--- config.mk ---
export PLATFORM = sky130hd
export DESIGN_NAME = serial_read_router
export DESIGN_NICKNAME = d
export VERILOG_FILES = /design/src/rtl/srr_pkg.sv /design/src/rtl/srr_fsm.sv /design/src/rtl/srr_capture.sv /design/src/rtl/srr_bank.sv /design/src/rtl/serial_read_router.sv
export SDC_FILE = /design/constraint.sdc
export NUM_CORES = 1
export LEC_CHECK = 0
export CORE_ASPECT_RATIO = 1.25
export CORE_MARGIN = 2
export CORE_UTILIZATION = 45
export DETAILED_ROUTE_END_ITERATION = 6
export PLACE_DENSITY = 0.77
export REMOVE_ABC_BUFFERS = 1
export SLEW_MARGIN = 15
export SYNTH_ARGS = -nofsm -noshare
export SYNTH_HDL_FRONTEND = slang
export SYNTH_SLANG_ARGS = --single-unit
--- constraint.sdc ---
create_clock -name clk -period 4.75 [get_ports clk]
set_input_delay 0.475 -clock clk [delete_from_list [all_inputs] [get_ports clk]]
set_output_delay 0.475 -clock clk [all_outputs]
set_load 0.03 [all_outputs]
--- src/rtl/srr_pkg.sv ---
package srr_pkg;

    typedef enum logic [2:0] {
        ST_IDLE,
        ST_CAPT,
        ST_REQ,
        ST_WAIT,
        ST_SHOW
    } srr_state_e;

    typedef struct packed {
        logic begin_cmd;   // first serial bit of a command
        logic shift;       // further serial bit of the same command
        logic mem_req;     // read request to memory
        logic wr_en;       // read data valid, load channel register
        logic show;        // completion pulse
    } srr_ctrl_t;

    function automatic srr_state_e srr_next(srr_state_e s, logic start);
        case (s)
            ST_IDLE: return start ? ST_CAPT : ST_IDLE;
            ST_CAPT: return start ? ST_CAPT : ST_REQ;
            ST_REQ:  return ST_WAIT;
            ST_WAIT: return ST_SHOW;
            default: return ST_IDLE;
        endcase
    endfunction

    function automatic srr_ctrl_t srr_decode(srr_state_e s, logic start);
        srr_ctrl_t c;
        c.begin_cmd = (s == ST_IDLE) && start;
        c.shift     = (s == ST_CAPT) && start;
        c.mem_req   = (s == ST_REQ);
        c.wr_en     = (s == ST_WAIT);
        c.show      = (s == ST_SHOW);
        return c;
    endfunction

endpackage

--- src/rtl/srr_fsm.sv ---
module srr_fsm
    import srr_pkg::*;
(
    input  logic      clk,
    input  logic      rst,
    input  logic      start,
    output srr_ctrl_t ctrl
);

    srr_state_e state_q;

    always_ff @(posedge clk) begin
        if (rst) state_q <= ST_IDLE;
        else     state_q <= srr_next(state_q, start);
    end

    always_comb ctrl = srr_decode(state_q, start);


    done_pulse_chk: assert property (@(posedge clk) disable iff (rst)
        ctrl.show |=> !ctrl.show);


    req_then_load_chk: assert property (@(posedge clk) disable iff (rst)
        ctrl.mem_req |=> ctrl.wr_en);


    req_single_chk: assert property (@(posedge clk) disable iff (rst)
        ctrl.mem_req |=> !ctrl.mem_req);

endmodule

--- src/rtl/srr_capture.sv ---
module srr_capture #(
    parameter int SEL_W  = 2,
    parameter int ADDR_W = 16
) (
    input  logic              clk,
    input  logic              rst,
    input  logic              begin_cmd,
    input  logic              shift,
    input  logic              sin,
    output logic [SEL_W-1:0]  sel,
    output logic [ADDR_W-1:0] addr
);

    localparam int CNT_W = $clog2(SEL_W + 1);

    logic [CNT_W-1:0] sel_cnt_q;
    logic             sel_full;

    assign sel_full = (sel_cnt_q >= CNT_W'(SEL_W));

    always_ff @(posedge clk) begin
        if (rst) begin
            sel       <= '0;
            addr      <= '0;
            sel_cnt_q <= '0;
        end else if (begin_cmd) begin
            sel       <= SEL_W'(sin);
            addr      <= '0;
            sel_cnt_q <= CNT_W'(1);
        end else if (shift) begin
            if (!sel_full) begin
                sel       <= SEL_W'({sel, sin});
                sel_cnt_q <= sel_cnt_q + CNT_W'(1);
            end else begin
                addr <= ADDR_W'({addr, sin});
            end
        end
    end


    addr_clear_chk: assert property (@(posedge clk) disable iff (rst)
        begin_cmd |=> addr == '0);

endmodule

--- src/rtl/srr_bank.sv ---
module srr_bank #(
    parameter int NCH    = 4,
    parameter int SEL_W  = 2,
    parameter int DATA_W = 8
) (
    input  logic                  clk,
    input  logic                  rst,
    input  logic                  wr_en,
    input  logic                  show,
    input  logic [SEL_W-1:0]      sel,
    input  logic [DATA_W-1:0]     wdata,
    output logic [NCH*DATA_W-1:0] bus
);

    logic [DATA_W-1:0] reg_q [NCH];

    always_ff @(posedge clk) begin
        for (int i = 0; i < NCH; i++) begin
            if (rst)
                reg_q[i] <= '0;
            else if (wr_en && (sel == SEL_W'(i)))
                reg_q[i] <= wdata;
        end
    end

    for (genvar g = 0; g < NCH; g++) begin : g_ch
        assign bus[g*DATA_W +: DATA_W] = show ? reg_q[g] : '0;


        other_keep_chk: assert property (@(posedge clk) disable iff (rst)
            (wr_en && sel != SEL_W'(g)) |=> $stable(reg_q[g]));


        idle_keep_chk: assert property (@(posedge clk) disable iff (rst)
            !wr_en |=> $stable(reg_q[g]));


        reset_clear_chk: assert property (@(posedge clk)
            $past(rst) |-> reg_q[g] == '0);
    end

endmodule

--- src/rtl/serial_read_router.sv ---
module serial_read_router
    import srr_pkg::*;
#(
    parameter int SEL_W  = 2,
    parameter int ADDR_W = 16,
    parameter int DATA_W = 8
) (
    input  logic                              clk,
    input  logic                              rst,
    input  logic                              start,
    input  logic                              sin,
    input  logic [DATA_W-1:0]                 mem_rdata,
    output logic [ADDR_W-1:0]                 mem_addr,
    output logic                              mem_en,
    output logic                              mem_we,
    output logic                              done,
    output logic [(2**SEL_W)*DATA_W-1:0]      chan_out
);

    localparam int NCH = 2 ** SEL_W;

    srr_ctrl_t         ctrl;
    logic [SEL_W-1:0]  sel;
    logic [ADDR_W-1:0] addr;

    srr_fsm u_fsm (
        .clk   (clk),
        .rst   (rst),
        .start (start),
        .ctrl  (ctrl)
    );

    srr_capture #(.SEL_W(SEL_W), .ADDR_W(ADDR_W)) u_cap (
        .clk       (clk),
        .rst       (rst),
        .begin_cmd (ctrl.begin_cmd),
        .shift     (ctrl.shift),
        .sin       (sin),
        .sel       (sel),
        .addr      (addr)
    );

    srr_bank #(.NCH(NCH), .SEL_W(SEL_W), .DATA_W(DATA_W)) u_bank (
        .clk   (clk),
        .rst   (rst),
        .wr_en (ctrl.wr_en),
        .show  (ctrl.show),
        .sel   (sel),
        .wdata (mem_rdata),
        .bus   (chan_out)
    );

    assign mem_addr = addr;
    assign mem_en   = ctrl.mem_req;
    assign mem_we   = 1'b0;
    assign done     = ctrl.show;


    quiet_out_chk: assert property (@(posedge clk) disable iff (rst)
        !done |-> chan_out == '0);


    en_to_done_chk: assert property (@(posedge clk) disable iff (rst)
        mem_en |-> ##2 done);


    addr_hold_chk: assert property (@(posedge clk) disable iff (rst)
        mem_en |=> $stable(mem_addr));

endmodule

==> flow_metrics.py, run 1 <==
metrics = {
    "outcome": {
        "status": "finished clean",
    },
    "setup_path": {
        "crit_required_ns": 4.28,
        "slowest_delay_ns": 0.66,
        "crit_family": "buffers and inverters",
        "r2r_cells": 2,
        "path_cells": "nor3b_2 -> buf_4 -> and2_1 -> clkdlybuf4s50_1",
        "endpoint_kind": "output pin",
        "slowest_stage": "clkdlybuf4s50_1",
        "reg2reg_from": "u_fsm.state_q[0]$_SDFF_PP0_",
        "critPathMaxFanout": 33,
        "worstSetupStartpoint": "u_fsm.state_q[2]$_SDFF_PP0_",
        "cp.depth": 4,
        "critPathKind": "reg -> out",
        "reg2reg_slack_ns": 2.62,
        "critPathArrivalTime_ns": 2.11,
        "start_kind": "flip-flop",
        "path_buf_inv": 2,
    },
    "timing": {
        "clock-skew-final_ns": 0.00630,
        "grt_setup_unrepaired": "false",
        "period_needed_ns": 2.58,
        "tightest_slew_ns": 1.07,
        "finalSetupViolations": 0,
        "fmax_mhz": 387,
        "maxSlewHeadroom_pct": 28.0,
        "slew_viol_final": 0,
        "setup_ws_ns": 2.17,
        "fin_crit_sh_pct": 54.4,
        "timing_hold_violations_final": 0,
        "tns_ns": 0,
    },
    "route": {
        "wl_met3_um": 393,
        "wirelength_um": 4420,
        "first_iter_violations": 59,
        "ant_nets": 0,
        "met2_wirelength_um": 2070,
        "maxUsedRoutingLayer": "met4",
        "dr.pass1.iters": 5,
        "met1_length_um": 1890,
        "viasPerCell": 4.95,
        "vias": 1653,
        "drcViolationCount": 0,
        "post_drt_wl_per_cell_um": 13.2,
    },
    "pwr": {
        "p_leak_nw": 1.11,
        "power_density_nw_per_um2": 258,
        "vdd.ir_drop.worst_mv": 0.194,
    },
    "global_route": {
        "grt_antenna_before_repair": 0,
        "grt_max_degree": 34,
        "grtUsageTotal_pct": 15.5,
        "grt_pass1_vias": 1543,
        "grt_first_pass_wirelength_um": 7390,
        "overflow": 0,
    },
    "floorplanning": {
        "start_util_pct": 46.3,
        "io_pins": 63,
        "fp.coreArea_um2": 5370,
        "die_w_um": 70.5,
        "fp.dieArea_um2": 6140,
        "num_rows": 30,
        "dieHeight_um": 87.1,
    },
    "cts": {
        "clk_path_buf_depth": 2,
        "holdBufCountCts": 0,
        "cts_buffers": 5,
        "cts_root_buffer": "clkbuf_8",
        "cts_max_level": 2,
        "cts.sinks": 55,
        "ctsResizeCount": 0,
        "postCtsSetupBuffers": 0,
        "clock_latency_ns": 0.30,
        "cts.clk_slew.worst_paths_ns": 0.09,
        "tritoncts": "yes",
    },
    "hold_path": {
        "hp-class": "reg -> reg",
        "holdPathStages": 2,
        "holdCritStartpoint": "u_cap.addr[11]$_SDFFE_PP0P_",
    },
    "cells_and_area": {
        "final_util_pct": 59.4,
        "seqCellArea_um2": 1420,
        "area_growth_pct": 28.4,
        "drive_above_1_share_pct": 8.15,
        "design_area_um2": 3190,
        "n_fill_cell": 470,
        "nNetsFinal": 282,
        "multi_input_area_um2": 973,
        "n_antenna_cell": 0,
    },
    "place": {
        "io_buffer_count": 61,
        "dp_hpwl_um": 3230,
        "dpl_cell_area_um2": 3110,
        "post-place-ws_ns": 2.14,
        "gp_congestion": 0.729,
    },
    "synth": {
        "synth_cell_type_count": 32,
        "netlist_area_um2": 2480,
        "synth_cells": 211,
        "ys_ff_latch": 55,
        "synth_seq_area_share_pct": 57.2,
        "synth_top_cell_area_share_pct": 38.7,
        "synth.avg_cell_area_um2": 11.8,
        "yosys-top-cells-area": "edfxtp_1 39%, dfxtp_1 19%, and2_1 16%, mux2i_1 6.0%, nand3_2 3.2%",
        "ys_warn_count": 0,
        "yosys.area.top_type": "edfxtp_1",
    },
    "flow_run": {
        "maxCapViolations": 0,
    },
}
per-layer routing:
layer  track usage [%]  up-vias
met2              25.0       68
met5                 0        -
met3              4.75        6
met1              19.6      736
met4              5.77        0
li1                  -      843
per-stage QoR:
stage	total power, mW	cells	hold slack [ns]
3_5_place_dp	0.584	326	0.474
5_1_grt	0.855	334	0.514
3_3_place_gp	0.584	326	0.468
2_1_floorplan	0.560	200	0.444
4_1_cts	0.826	334	0.489
6_report	0.822	334	0.487
cell usage in the layout, fill, tap and decap left out, types with 2 or more instances in the layout:
cell / n
and2_1: 64
clkdlybuf4s50_1: 61
edfxtp_1: 32
dfxtp_1: 23
mux2i_1: 15
nand3_2: 8
nand3_1: 8
o21ai_0: 7
nor2_1: 6
clkbuf_8: 5
inv_1: 4
nor3_1: 4
a21oi_1: 4
nor3b_1: 3
nand2b_1: 3
nand2_1: 3
nand4_1: 2
a31o_2: 2
clkbuf_1: 2
worst min-delay path, stage by stage, from the launching register on:
cell and delay, ns:
dfxtp_1 0.32, nand3_2 0.06, mux2i_1 0.06
sequential cells by signal (all words and copies together), names as in the netlist:
register and cells:
u_bank.reg_q 32, u_cap.addr 16, u_fsm.state_q 3, u_cap.sel 2, u_cap.sel_cnt_q 2
synth_stat cells:
cell	count
and2_1	64
edfxtp_1	32
dfxtp_1	23
mux2i_1	15
nand3_1	8
nand3_2	8
o21ai_0	7
nor2_1	6
a21oi_1	4
inv_1	4
nor3_1	4
buf_2	3
buf_6	3
clkbuf_1	3
nand2_1	3
nand2b_1	3
nor3b_1	3
a31o_2	2
buf_4	2
nand4_1	2
a31oi_1	1
conb_1	1
ha_1	1
nand3b_1	1
nand4bb_2	1
nand4bb_4	1
nor2_2	1
nor2b_1	1
nor3b_2	1
o31ai_1	1
or2_2	1
or4b_1	1
report_power, final:
group	switching [mW]	internal, mW
Sequential	0.00718	0.515
Combinational	0.0312	0.0194
Clock	0.144	0.105
cell families after synthesis:
family                   Yosys count  synth area share, %
AND/OR/NAND/NOR                  109                 29.0
flip-flops                        55                 57.2
AO/OA/AOI/OAI                     15                 3.47
buffers and inverters             15                 3.62
multiplexers                      15                 6.04
adder cells (fa/ha/maj)            1                0.503
other                              1                0.151
final timing paths:
| path | to |
|---|---|
| min | u_cap.addr[11]$_SDFFE_PP0P_ |
| max reg2reg | u_bank.reg_q[0][7]$_SDFFCE_PN0P_ |
| max | chan_out[31] |
| min reg2reg | u_cap.addr[11]$_SDFFE_PP0P_ |
cell type report:
type,instances,share of cell area [%]
sequential,55,44.5
multi-input combinational,141,30.5
timing repair buffer,62,19.4
tap,64,2.51
clock buffer,7,2.39
inverter,4,0.471
clock inverter,1,0.196
(Power assumes the default switching activity.)
==> run 2, diff against run 1 <==
==> constraint.sdc (replaced) <==
create_clock -name clk -period 2.4 [get_ports clk]
set_input_delay 0.24 -clock clk [delete_from_list [all_inputs] [get_ports clk]]
set_output_delay 0.24 -clock clk [all_outputs]
set_load 0.03 [all_outputs]
==> run 2 against run 1 <==
Effect of this change:
- clock power is 97% higher
- combinational power increased by 120%
- cell area shrank 0.71%
- clock skew decreased by 0.00084 ns
- global-route usage rose by 0.47 points
- clock-buffer cell count fell by 1
- critical path depth fell by 2
- non-clock buffer count increased by 6
- cell count up 1.8%
==> flow_metrics.py, run 2 (synthesis gave the netlist of run 1 again) <==
metrics = {
    "outcome": {
        "status": "finished clean",
    },
    "cts": {
        "holdBufCountCts": 0,
        "tritoncts": "yes",
        "clk_path_buf_depth": 2,
        "cts_max_level": 2,
        "cts_buffers": 5,
        "postCtsSetupBuffers": 0,
        "clock_latency_ns": 0.30,
        "cts.clk_slew.worst_paths_ns": 0.09,
        "cts.sinks": 55,
        "cts_root_buffer": "clkbuf_8",
        "ctsResizeCount": 0,
    },
    "setup_path": {
        "critPathArrivalTime_ns": 1.78,
        "endpoint_kind": "output pin",
        "critPathKind": "reg -> out",
        "start_kind": "flip-flop",
        "crit_required_ns": 2.16,
        "reg2reg_slack_ns": 0.45,
        "critPathMaxFanout": 10,
        "r2r_cells": 2,
        "reg2reg_from": "u_fsm.state_q[1]$_SDFF_PP0_",
        "worstReg2RegEnd": "u_bank.reg_q[0][11]$_SDFFCE_PN0P_",
    },
    "floorplanning": {
        "fp.coreArea_um2": 5370,
        "die_w_um": 70.5,
        "io_pins": 63,
        "start_util_pct": 46.3,
        "fp.dieArea_um2": 6140,
        "dieHeight_um": 87.1,
        "num_rows": 30,
    },
    "pwr": {
        "p_comb_share_pct": 6.9,
        "power_density_nw_per_um2": 515,
        "power.internal_mw": 1.27,
        "p_seq_share_pct": 63.1,
        "vdd.ir_drop.worst_mv": 0.409,
        "pwr-share-clk_pct": 30.1,
        "p_sw_share_pct": 22.3,
        "p_leak_nw": 1.21,
        "power.switching_mw": 0.364,
    },
    "cells_and_area": {
        "largest_register_ffs": 32,
        "largestRegisters": "u_bank.reg_q (32), u_cap.addr (16), u_fsm.state_q (3)",
        "area_growth_pct": 27.5,
        "n_antenna_cell": 0,
        "final_cell_mix": "64 x and2_1, 39 x buf_4, 32 x edfxtp_1",
        "n_fill_cell": 456,
        "multi_input_area_um2": 973,
        "layoutNonFillerInstCount": 340,
        "seqCellArea_um2": 1420,
        "final_common_cell": "and2_1",
        "nNetsFinal": 288,
        "top_register": "u_bank.reg_q",
        "drive_above_1_share_pct": 22.1,
        "final_util_pct": 59.0,
    },
    "timing": {
        "grt_setup_unrepaired": "false",
        "period_needed_ns": 2.02,
        "fin_crit_sh_pct": 84.2,
        "tightest_slew_ns": 1.03,
        "finalSetupViolations": 0,
        "timing_hold_violations_final": 0,
        "setup_ws_ns": 0.378,
        "fmax_mhz": 495,
        "tns_ns": 0,
        "clock-skew-final_ns": 0.00547,
        "maxSlewHeadroom_pct": 30.5,
        "slew_viol_final": 0,
        "holdWs_ns": 0.482,
    },
    "place": {
        "dp_cells": 332,
        "dp_hpwl_um": 3400,
        "post-place-ws_ns": 0.380,
        "io_buffer_count": 61,
        "gp_congestion": 0.770,
    },
    "route": {
        "ant_nets": 0,
        "drcViolationCount": 0,
        "vias": 1681,
        "wirelength_um": 4650,
        "viasPerCell": 4.94,
        "dr.pass1.iters": 4,
        "first_iter_violations": 94,
        "post_drt_wl_per_cell_um": 13.7,
    },
    "hold_path": {
        "hold_path_end": "u_cap.addr[15]$_SDFFE_PP0P_",
        "hp-class": "reg -> reg",
        "holdCritStartpoint": "u_cap.addr[15]$_SDFFE_PP0P_",
        "holdPathStages": 2,
    },
    "global_route": {
        "grt_antenna_before_repair": 0,
        "grt_pass1_vias": 1614,
        "overflow": 0,
        "grt_max_degree": 34,
        "grt_first_pass_wirelength_um": 7540,
        "grtUsageTotal_pct": 16.0,
    },
    "flow_run": {
        "maxCapViolations": 0,
    },
}
-- run 2: cell count changes in the layout (fill, tap and decap cells not counted), sizes merged --
cell / change
buf: +39
clkbuf: -1
clkdlybuf4s50: -33
clkinv: +2
inv: -1
-- run 2: area by class of cell --
class,count,area share [%]
flip-flops and latches,55,44.9
well taps,64,2.53
inverters,4,0.474
clock inverters,2,0.395
multi-input cells,141,30.7
clock buffers,6,2.29
repair buffers,68,18.7
-- run 2: critical path, stage by stage (launching register included) --
cell,delay (ns)
dfxtp_1,0.54
nor3b_1,0.24
clkdlybuf4s50_1,0.70
-- run 2: power groups by stage --
stage | clock [mW] | combinational, mW | sequential, mW
2_1_floorplan | 0 | 0.0561 | 1.05
3_3_place_gp | 0 | 0.113 | 1.05
3_5_place_dp | 0 | 0.113 | 1.05
4_1_cts | 0.506 | 0.114 | 1.03
5_1_grt | 0.547 | 0.124 | 1.03
6_report | 0.491 | 0.112 | 1.03
-- run 2: worst max-delay path by stage --
stage | startpoint | endpoint | slack (ns) | cells after the start
after floorplan | u_fsm.state_q[0]$_SDFF_PP0_ | chan_out[0] | 0.28 | 2
after global placement | rst | u_bank.reg_q[0][3]$_SDFFCE_PN0P_ | 0.48 | 4
after detailed placement | rst | u_bank.reg_q[0][0]$_SDFFCE_PN0P_ | 0.38 | 4
after CTS | u_fsm.state_q[1]$_SDFF_PP0_ | mem_en | 0.34 | 2
after global routing | u_fsm.state_q[1]$_SDFF_PP0_ | mem_en | 0.31 | 2
final | u_fsm.state_q[1]$_SDFF_PP0_ | mem_en | 0.38 | 2
-- run 2: layer usage --
metal / global-route usage [%] / up-vias / part of all wire (%)
met5: 0 / - / 0
met3: 3.94 / 4 / 7.1
met4: 6.29 / 0 / 0.69
met1: 18.1 / 765 / 41
li1: - / 854 / -
met2: 28.7 / 58 / 51
-- run 2: through the flow --
| stage | instance area, um^2 | power [mW] |
|---|---|---|
| 4_1_cts | 3170 | 1.65 |
| 3_5_place_dp | 3080 | 1.17 |
| 5_1_grt | 3170 | 1.70 |
| 6_report | 3170 | 1.63 |
| 3_3_place_gp | 3080 | 1.16 |
| 2_1_floorplan | 2410 | 1.11 |
